[config.mk]
export PLATFORM = sky130hd
export DESIGN_NAME = ring_hs_ctrl
export DESIGN_NICKNAME = d
export VERILOG_FILES = /design/src/rtl/ring_hs_pkg.sv /design/src/rtl/ring_hs_next.sv /design/src/rtl/ring_hs_state_reg.sv /design/src/rtl/ring_hs_out_dec.sv /design/src/rtl/ring_hs_ctrl.sv
export SDC_FILE = /design/constraint.sdc
export NUM_CORES = 1
export LEC_CHECK = 0
export BUFFER_PORTS_ARGS = -buffer_cell sky130_fd_sc_hd__buf_2
export CAP_MARGIN = 0
export CORE_AREA = 4 4 41 43
export CTS_CLUSTER_SIZE = 12
export DETAILED_ROUTE_END_ITERATION = 12
export DIE_AREA = 0 0 45 47
export GPL_TIMING_DRIVEN = 0
export PLACE_DENSITY = 0.74
export SLEW_MARGIN = 20
export SYNTH_ARGS = -nofsm -noshare
export SYNTH_HDL_FRONTEND = slang
export SYNTH_SLANG_ARGS = --single-unit
[constraint.sdc]
create_clock -name clk -period 3.9 [get_ports clk]
set_input_delay 0.39 -clock clk [delete_from_list [all_inputs] [get_ports clk]]
set_output_delay 0.39 -clock clk [all_outputs]
set_load 0.005 [all_outputs]
[src/rtl/ring_hs_pkg.sv]
package ring_hs_pkg;

   localparam int NUM_STATES = 13;
   localparam int STATE_W    = $clog2(NUM_STATES);
   localparam int NUM_OUTS   = 9;

   typedef enum logic [STATE_W-1:0] {
      ST_IDLE    = 4'd0,
      ST_W_LAT   = 4'd1,
      ST_W_SEND  = 4'd2,
      ST_W_DRAIN = 4'd3,
      ST_W_ACK   = 4'd4,
      ST_R_WAIT  = 4'd5,
      ST_R_LAT   = 4'd6,
      ST_R_HAND  = 4'd7,
      ST_R_ACK   = 4'd8,
      ST_P_LAT   = 4'd9,
      ST_P_ACK   = 4'd10,
      ST_P_SEND  = 4'd11,
      ST_P_DRAIN = 4'd12
   } hs_state_e;

   typedef struct packed {
      logic wr_req;
      logic rd_req;
      logic in_req;
      logic out_ack;
   } hs_in_t;

   typedef struct packed {
      logic rd_drv_en;
      logic wr_drv_en;
      logic wr_lat_clk;
      logic in_drv_en;
      logic in_lat_clk;
      logic wr_ack;
      logic rd_ack;
      logic lnk_out_req;
      logic lnk_in_ack;
   } hs_out_t;

endpackage

[src/rtl/ring_hs_next.sv]
module ring_hs_next
   import ring_hs_pkg::*;
(
   input  hs_state_e cur,
   input  hs_in_t    req,
   output hs_state_e nxt
);

   always_comb begin
      nxt = cur;
      case (cur)
         ST_IDLE: begin
            if (req.in_req)      nxt = ST_P_LAT;
            else if (req.rd_req) nxt = ST_R_WAIT;
            else if (req.wr_req) nxt = ST_W_LAT;
         end
         ST_W_LAT:   nxt = ST_W_SEND;
         ST_W_SEND:  if (req.out_ack)  nxt = ST_W_DRAIN;
         ST_W_DRAIN: if (!req.out_ack) nxt = ST_W_ACK;
         ST_W_ACK:   if (!req.wr_req)  nxt = ST_IDLE;
         ST_R_WAIT:  if (req.in_req)   nxt = ST_R_LAT;
         ST_R_LAT:   nxt = ST_R_HAND;
         ST_R_HAND:  if (!req.in_req)  nxt = ST_R_ACK;
         ST_R_ACK:   if (!req.rd_req)  nxt = ST_IDLE;
         ST_P_LAT:   nxt = ST_P_ACK;
         ST_P_ACK:   if (!req.in_req)  nxt = ST_P_SEND;
         ST_P_SEND:  if (req.out_ack)  nxt = ST_P_DRAIN;
         ST_P_DRAIN: if (!req.out_ack) nxt = ST_IDLE;
         default:    nxt = ST_IDLE;
      endcase
   end

endmodule

[src/rtl/ring_hs_state_reg.sv]
module ring_hs_state_reg
   import ring_hs_pkg::*;
#(
   parameter int STATE_ENC = 0
)(
   input  logic      clk,
   input  logic      rst,
   input  hs_state_e nxt,
   output hs_state_e cur
);

   generate
      if (STATE_ENC == 0) begin : g_bin
         hs_state_e st_q;
         always_ff @(posedge clk) begin
            if (rst) st_q <= ST_IDLE;
            else     st_q <= nxt;
         end
         assign cur = st_q;
      end else begin : g_onehot
         logic [NUM_STATES-1:0] oh_q;
         logic [NUM_STATES-1:0] oh_d;
         always_comb begin
            for (int i = 0; i < NUM_STATES; i++)
               oh_d[i] = (nxt == hs_state_e'(STATE_W'(i)));
         end
         always_ff @(posedge clk) begin
            if (rst) oh_q <= NUM_STATES'(1);
            else     oh_q <= oh_d;
         end
         always_comb begin
            cur = ST_IDLE;
            for (int i = 0; i < NUM_STATES; i++)
               if (oh_q[i]) cur = hs_state_e'(STATE_W'(i));
         end
      end
   endgenerate

endmodule

[src/rtl/ring_hs_out_dec.sv]
module ring_hs_out_dec
   import ring_hs_pkg::*;
(
   input  hs_state_e st,
   output hs_out_t   o
);

   always_comb begin
      o = '0;
      case (st)
         ST_W_LAT:   o.wr_lat_clk = 1'b1;
         ST_W_SEND:  begin o.wr_drv_en = 1'b1; o.lnk_out_req = 1'b1; end
         ST_W_DRAIN: o.wr_drv_en = 1'b1;
         ST_W_ACK:   o.wr_ack = 1'b1;
         ST_R_LAT:   o.in_lat_clk = 1'b1;
         ST_R_HAND:  begin o.lnk_in_ack = 1'b1; o.in_drv_en = 1'b1; o.rd_drv_en = 1'b1; end
         ST_R_ACK:   begin o.rd_ack = 1'b1; o.in_drv_en = 1'b1; o.rd_drv_en = 1'b1; end
         ST_P_LAT:   o.in_lat_clk = 1'b1;
         ST_P_ACK:   o.lnk_in_ack = 1'b1;
         ST_P_SEND:  begin o.in_drv_en = 1'b1; o.lnk_out_req = 1'b1; end
         ST_P_DRAIN: o.in_drv_en = 1'b1;
         default:    o = '0;
      endcase
   end

endmodule

[src/rtl/ring_hs_ctrl.sv]
module ring_hs_ctrl
   import ring_hs_pkg::*;
#(
   parameter int STATE_ENC = 0,
   parameter int OUT_REG   = 0
)(
   input  logic clk,
   input  logic rst,
   input  logic wr_req,
   input  logic rd_req,
   input  logic lnk_in_req,
   input  logic lnk_out_ack,
   output logic rd_drv_en,
   output logic wr_drv_en,
   output logic wr_lat_clk,
   output logic in_drv_en,
   output logic in_lat_clk,
   output logic wr_ack,
   output logic rd_ack,
   output logic lnk_out_req,
   output logic lnk_in_ack
);

   generate
      if (!(STATE_ENC == 0 || STATE_ENC == 1)) begin : g_bad_enc
         $error("ring_hs_ctrl: STATE_ENC must be 0 or 1");
      end
      if (!(OUT_REG == 0 || OUT_REG == 1)) begin : g_bad_oreg
         $error("ring_hs_ctrl: OUT_REG must be 0 or 1");
      end
   endgenerate

   hs_in_t    req_bus;
   hs_state_e cur_st;
   hs_state_e nxt_st;
   hs_out_t   strobes;

   assign req_bus.wr_req  = wr_req;
   assign req_bus.rd_req  = rd_req;
   assign req_bus.in_req  = lnk_in_req;
   assign req_bus.out_ack = lnk_out_ack;

   ring_hs_next u_next (
      .cur (cur_st),
      .req (req_bus),
      .nxt (nxt_st)
   );

   ring_hs_state_reg #(.STATE_ENC(STATE_ENC)) u_state (
      .clk (clk),
      .rst (rst),
      .nxt (nxt_st),
      .cur (cur_st)
   );

   generate
      if (OUT_REG == 0) begin : g_dec_cur
         ring_hs_out_dec u_dec (
            .st (cur_st),
            .o  (strobes)
         );
      end else begin : g_dec_reg
         hs_out_t dec_nxt;
         hs_out_t out_q;
         ring_hs_out_dec u_dec (
            .st (nxt_st),
            .o  (dec_nxt)
         );
         always_ff @(posedge clk) begin
            if (rst) out_q <= '0;
            else     out_q <= dec_nxt;
         end
         assign strobes = out_q;
      end
   endgenerate

   assign rd_drv_en   = strobes.rd_drv_en;
   assign wr_drv_en   = strobes.wr_drv_en;
   assign wr_lat_clk  = strobes.wr_lat_clk;
   assign in_drv_en   = strobes.in_drv_en;
   assign in_lat_clk  = strobes.in_lat_clk;
   assign wr_ack      = strobes.wr_ack;
   assign rd_ack      = strobes.rd_ack;
   assign lnk_out_req = strobes.lnk_out_req;
   assign lnk_in_ack  = strobes.lnk_in_ack;

endmodule

### Yosys cells after proc, flatten, opt, wreduce, memory -nomap -nowiden

Index checks and enable logic that the tools add are counted.

* output and inout bits: 9
* register bits after elaboration: 4
* word-level logic and storage cells: 53
* bits of input ports: 6

* reductions and logical operators: 8
* mux-type cells: 22
* eq/ne operators: 22

Operators by type and width (count)
* $pmux 4 s13: 1
* $mux 4: 12
* $eq 4x4->1 const B: 5
* $ne 2x2->1 const B: 9
* $eq 4x3->1 const B: 4
* $reduce_and 10->1: 1
* $reduce_or 2->1: 5
* $mux 1: 9
* $eq 4x2->1 const B: 2
* $eq 4x1->1 const B: 1
* $logic_not 4->1: 1
* $ne 4x4->1 const B: 1
* $reduce_or 4->1: 1

### Depth between registers and ports, before layout

* depth after elaboration: 4
* mapped depth: 7
* depth with buffers taken out: 5

### By module

Synthesis repeated with hierarchy kept, for this count alone.

* cell total of the unflattened synthesis: 74
* area total of the unflattened synthesis: 534.3 um^2

Modules (own cells, without submodules)
* ring_hs_next: cells an instance 43, area an instance 269.0 um^2, sequential area each 0.0 um^2, instances 1
* ring_hs_out_dec: cells an instance 23, area an instance 160.2 um^2, sequential area each 0.0 um^2, instances 1
* ring_hs_state_reg: cells an instance 8, area an instance 105.1 um^2, sequential area each 80.1 um^2, instances 1

### Worst setup path before layout

Ideal clock, no wire load.

* path kind: register to output
* from: register u_state.g_bin.st_q[3], in the netlist u_state.cur[3]
* to: output lnk_in_ack
* arrival: 1073 ps
* setup slack: 2437 ps
* stages on the path, launching flop included: 5
* path buffers: 2
* required time: 3510 ps
* path through: dfxtp_1 > buf_6 > clkbuf_1 > or2_2 > a21oi_1

* word-level cells in the longest chain between the ends: 3
* elaborated cells between the ends (all ways): 4
* classes of those cells: eq/ne (2); mux (1); reduce/logical (1)

RTL lines
* from (decl): RTL line ring_hs_state_reg.sv:14 `hs_state_e st_q;`
* from (signal assigned): RTL line ring_hs_state_reg.sv:17 `else st_q <= nxt;`
* $eq 4x4->1 / $eq 4x3->1 (equally long branches): RTL line ring_hs_out_dec.sv:10 `case (st)`
* $reduce_or 2->1 (no source line) (*)
* $mux 1 (*): RTL line ring_hs_out_dec.sv:10
* to (decl): RTL line ring_hs_ctrl.sv:21 `output logic lnk_in_ack`

Every way passes the cells marked *; elsewhere a longest branch is shown, timed or not.

### Worst setup path in the final report

* from: register u_state.g_bin.st_q[3], in the netlist u_state.cur[3]
* to: output in_drv_en

* word-level cells in the longest chain between the ends: 3
* elaborated cells between the ends (all ways): 6
* classes of those cells: eq/ne (4); mux (1); reduce/logical (1)

RTL lines
* $eq 4x4->1 / $eq 4x3->1 (equally long branches): RTL line ring_hs_out_dec.sv:10
* $reduce_or 4->1 (no source line) (*)
* $mux 1 (*): RTL line ring_hs_out_dec.sv:10
* to (decl): RTL line ring_hs_ctrl.sv:16 `output logic in_drv_en,`

Marks and branches as above.

==> impl_metrics.env <==
export IMPL_synth_distinct_cells=40
export IMPL_largest_reg_flops=4
export IMPL_cap_violations=0
export IMPL_grt_pass1_vias=528
export IMPL_clock_latency_ns=0.23
export IMPL_cts_tree="done"
export IMPL_min_to="u_state.cur[2]$_SDFFE_PP0P_"
export IMPL_coreArea_um2=1300
export IMPL_avgSynthCellArea_um2=7.60
export IMPL_slew_headroom=0.677
export IMPL_place_gp_congestion=0.915
export IMPL_crit_type="register to primary output"
export IMPL_drv_slew=0
export IMPL_synthXorXnorAreaFrac=0.0650
export IMPL_muxShareOfSynthArea=0.0186
export IMPL_drt_iter0_drc=15
export IMPL_antenna_found_initial=0
export IMPL_drtAntennaViolNets=0
export IMPL_synth_seq_cells=4
export IMPL_wl_per_cell_um=13.6
export IMPL_timing_final_crit_share=0.506
export IMPL_critPathArrivalTime_ns=1.58
export IMPL_finalHoldViolCount=0
export IMPL_grt_overflow_total=0
export IMPL_cts_inserted_buffers=3
export IMPL_synth_async_sr_flop_share=0
export IMPL_routed_via_density=5.60
export IMPL_tns_ns=0
export IMPL_syn_inst=71
export IMPL_syn_nets=77
export IMPL_cts_hold_buffers_added=0
export IMPL_final_util=0.500
export IMPL_rsz0062_at_grt="no"
export IMPL_outcome="complete, no violations"
export IMPL_syn_to_final_growth_pct=20.6
export IMPL_route_detailed_drc=0
export IMPL_ir_drop_v=0.000277
export IMPL_final_cell_mix="17 x buf_2, 6 x nor3_1, 6 x nand3_1"
export IMPL_drt_pre_antenna_iters=4
export IMPL_crit_path_max_incr_delay_ns=0.40
export IMPL_synthAdderAreaFrac=0.0186
export IMPL_timing_rr_start="u_state.cur[2]$_SDFFE_PP0P_"
export IMPL_drive_above_1_share=0.341
export IMPL_vias=577
export IMPL_fp_dieW_um=45
export IMPL_die_area_um2=2120
export IMPL_r2r_cells=6
export IMPL_grt_pass1_wl_um=2240
export IMPL_hp_start="rst"
export IMPL_clkTransAtPathRegs_ns=0.04
export IMPL_hold_path_class="input port to register"
export IMPL_nets=96
export IMPL_drt_wl_total_um=1400
export IMPL_nFillCells=140
export IMPL_slowest_stage="clkbuf_1"
export IMPL_hold_depth=2
export IMPL_mostFrequentLayoutCell="buf_2"
export IMPL_fmax_mhz=506
export IMPL_synth_edf_count=0
export IMPL_ys_warn_count=0
export IMPL_yosysSeqAreaShare=0.148
export IMPL_worstSetupEndpointType="primary output"
export IMPL_r2r_slack_ns=2.40
export IMPL_r2r_end="u_state.cur[2]$_SDFFE_PP0P_"
export IMPL_powerDensity_nw_per_um2=784
export IMPL_clock_path_buffers=2
export IMPL_ios=15
export IMPL_cts_sinks=4
export IMPL_leakage_nw=0.292
export IMPL_track_usage=0.145
export IMPL_cp_cell_sequence="buf_6, clkbuf_1, xor2_1, nand3_1, o21ai_0, buf_2"
export IMPL_post_cts_buffers=0
export IMPL_synth_compound_area_share=0.334
export IMPL_cp_required_ns=3.51
export IMPL_synth_simple_area_share=0.297
export IMPL_synth_area_um2=539
export IMPL_row_count=13
export IMPL_worst_clock_skew_ns=0.000450
export IMPL_die_height_um=47
export IMPL_grt_max_degree=11
export IMPL_period_needed_ns=1.97
export IMPL_antenna_cells=0
export IMPL_tightestPinTransition_ns=0.485
export IMPL_cts_max_level=1
export IMPL_ctsResizeCount=0
export IMPL_path_max_fanout=10
export IMPL_start_util=0.414
export IMPL_critPathLaunchType="register"
export IMPL_setup_violations_final=0
export IMPL_clock_root_buffer="clkbuf_4"
export IMPL_synth_top_family_by_area="compound AO/OA/AOI/OAI gates"
export IMPL_hpwlAfterDp_um=1010
export IMPL_synthFlopType="dfxtp_1"
export IMPL_placement_io_buffers=14
[per-stage QoR]
stage	power, mW	instances	setup slack (ns)	hold WS, ns	cell area, µm²
after floorplan	0.368	71	2.44	0.458	539
after global placement	0.452	100	2.20	0.622	628
after global routing	0.553	103	1.82	0.386	651
final	0.510	103	1.93	0.388	651
after detailed placement	0.454	100	2.18	0.631	628
after CTS	0.508	103	1.92	0.387	651
[metal layers]
| layer | part of all wire | routed length [µm] | track usage |
|---|---|---|---|
| met1 | 0.45 | 634 | 0.180 |
| met2 | 0.46 | 642 | 0.220 |
| met3 | 0.051 | 72 | 0.0153 |
| met4 | 0.036 | 51 | 0.135 |
| met5 | 0 | 0 | 0 |
[worst max path at each step]
| stage | endpoint | startpoint | cells after the start | slack, ns |
|---|---|---|---|---|
| after global routing | in_drv_en | u_state.cur[3]$_SDFFE_PP0P_ | 6 | 1.82 |
| after floorplan | lnk_in_ack | u_state.cur[3]$_SDFFE_PP0P_ | 4 | 2.44 |
| after global placement | in_drv_en | u_state.cur[3]$_SDFFE_PP0P_ | 6 | 2.20 |
| final | in_drv_en | u_state.cur[3]$_SDFFE_PP0P_ | 6 | 1.93 |
| after CTS | in_drv_en | u_state.cur[3]$_SDFFE_PP0P_ | 6 | 1.92 |
| after detailed placement | in_drv_en | u_state.cur[3]$_SDFFE_PP0P_ | 6 | 2.18 |
[layout make-up]
class                           instances  area, µm²  area share
Sequential cell                         4       80.1       0.123
Inverter                                4       15.0      0.0231
Timing Repair Buffer                   14       70.1       0.108
Multi-Input combinational cell         56        395       0.608
Buffer                                  7       48.8      0.0750
Tap cell                               15       18.8      0.0288
Clock buffer                            3       22.5      0.0346
[report_power, final]
part | switching (mW) | total, mW | internal, mW | leakage, nW
Sequential | 0.00760 | 0.0673 | 0.0597 | 0.0331
Combinational | 0.225 | 0.392 | 0.167 | 0.245
Clock | 0.0167 | 0.0511 | 0.0344 | 0.0138
[cells by family (layout without fill, tap and decap cells)]
| family | after synthesis | in the layout |
|---|---|---|
| AND/OR/NAND/NOR | 29 | 29 |
| flip-flops | 4 | 4 |
| adder cells (fa/ha/maj) | 1 | 1 |
| buffers and inverters | 11 | 28 |
| XOR/XNOR | 4 | 4 |
| multiplexers | 1 | 1 |
| AO/OA/AOI/OAI | 21 | 21 |
[synthesized netlist by cell type, types with 2 or more instances]
| master | n | share of area |
|---|---|---|
| nand3_1 | 6 | 0.056 |
| nor3_1 | 6 | 0.056 |
| a21oi_1 | 4 | 0.037 |
| dfxtp_1 | 4 | 0.15 |
| inv_1 | 4 | 0.028 |
| nor2_1 | 4 | 0.028 |
| buf_2 | 3 | 0.028 |
| nand2_1 | 3 | 0.021 |
| a31oi_1 | 2 | 0.023 |
| buf_6 | 2 | 0.042 |
| nor2b_1 | 2 | 0.023 |
| xnor2_1 | 2 | 0.032 |
| xor2_1 | 2 | 0.032 |
[critical path: cells and delay by family (launching register included)]
kind	cells	cell delay (ns)
flip-flops	1	0.31
AO/OA/AOI/OAI	1	0.08
buffers and inverters	3	0.68
XOR/XNOR	1	0.18
AND/OR/NAND/NOR	1	0.09
Power figures use the tool's default switching activity.
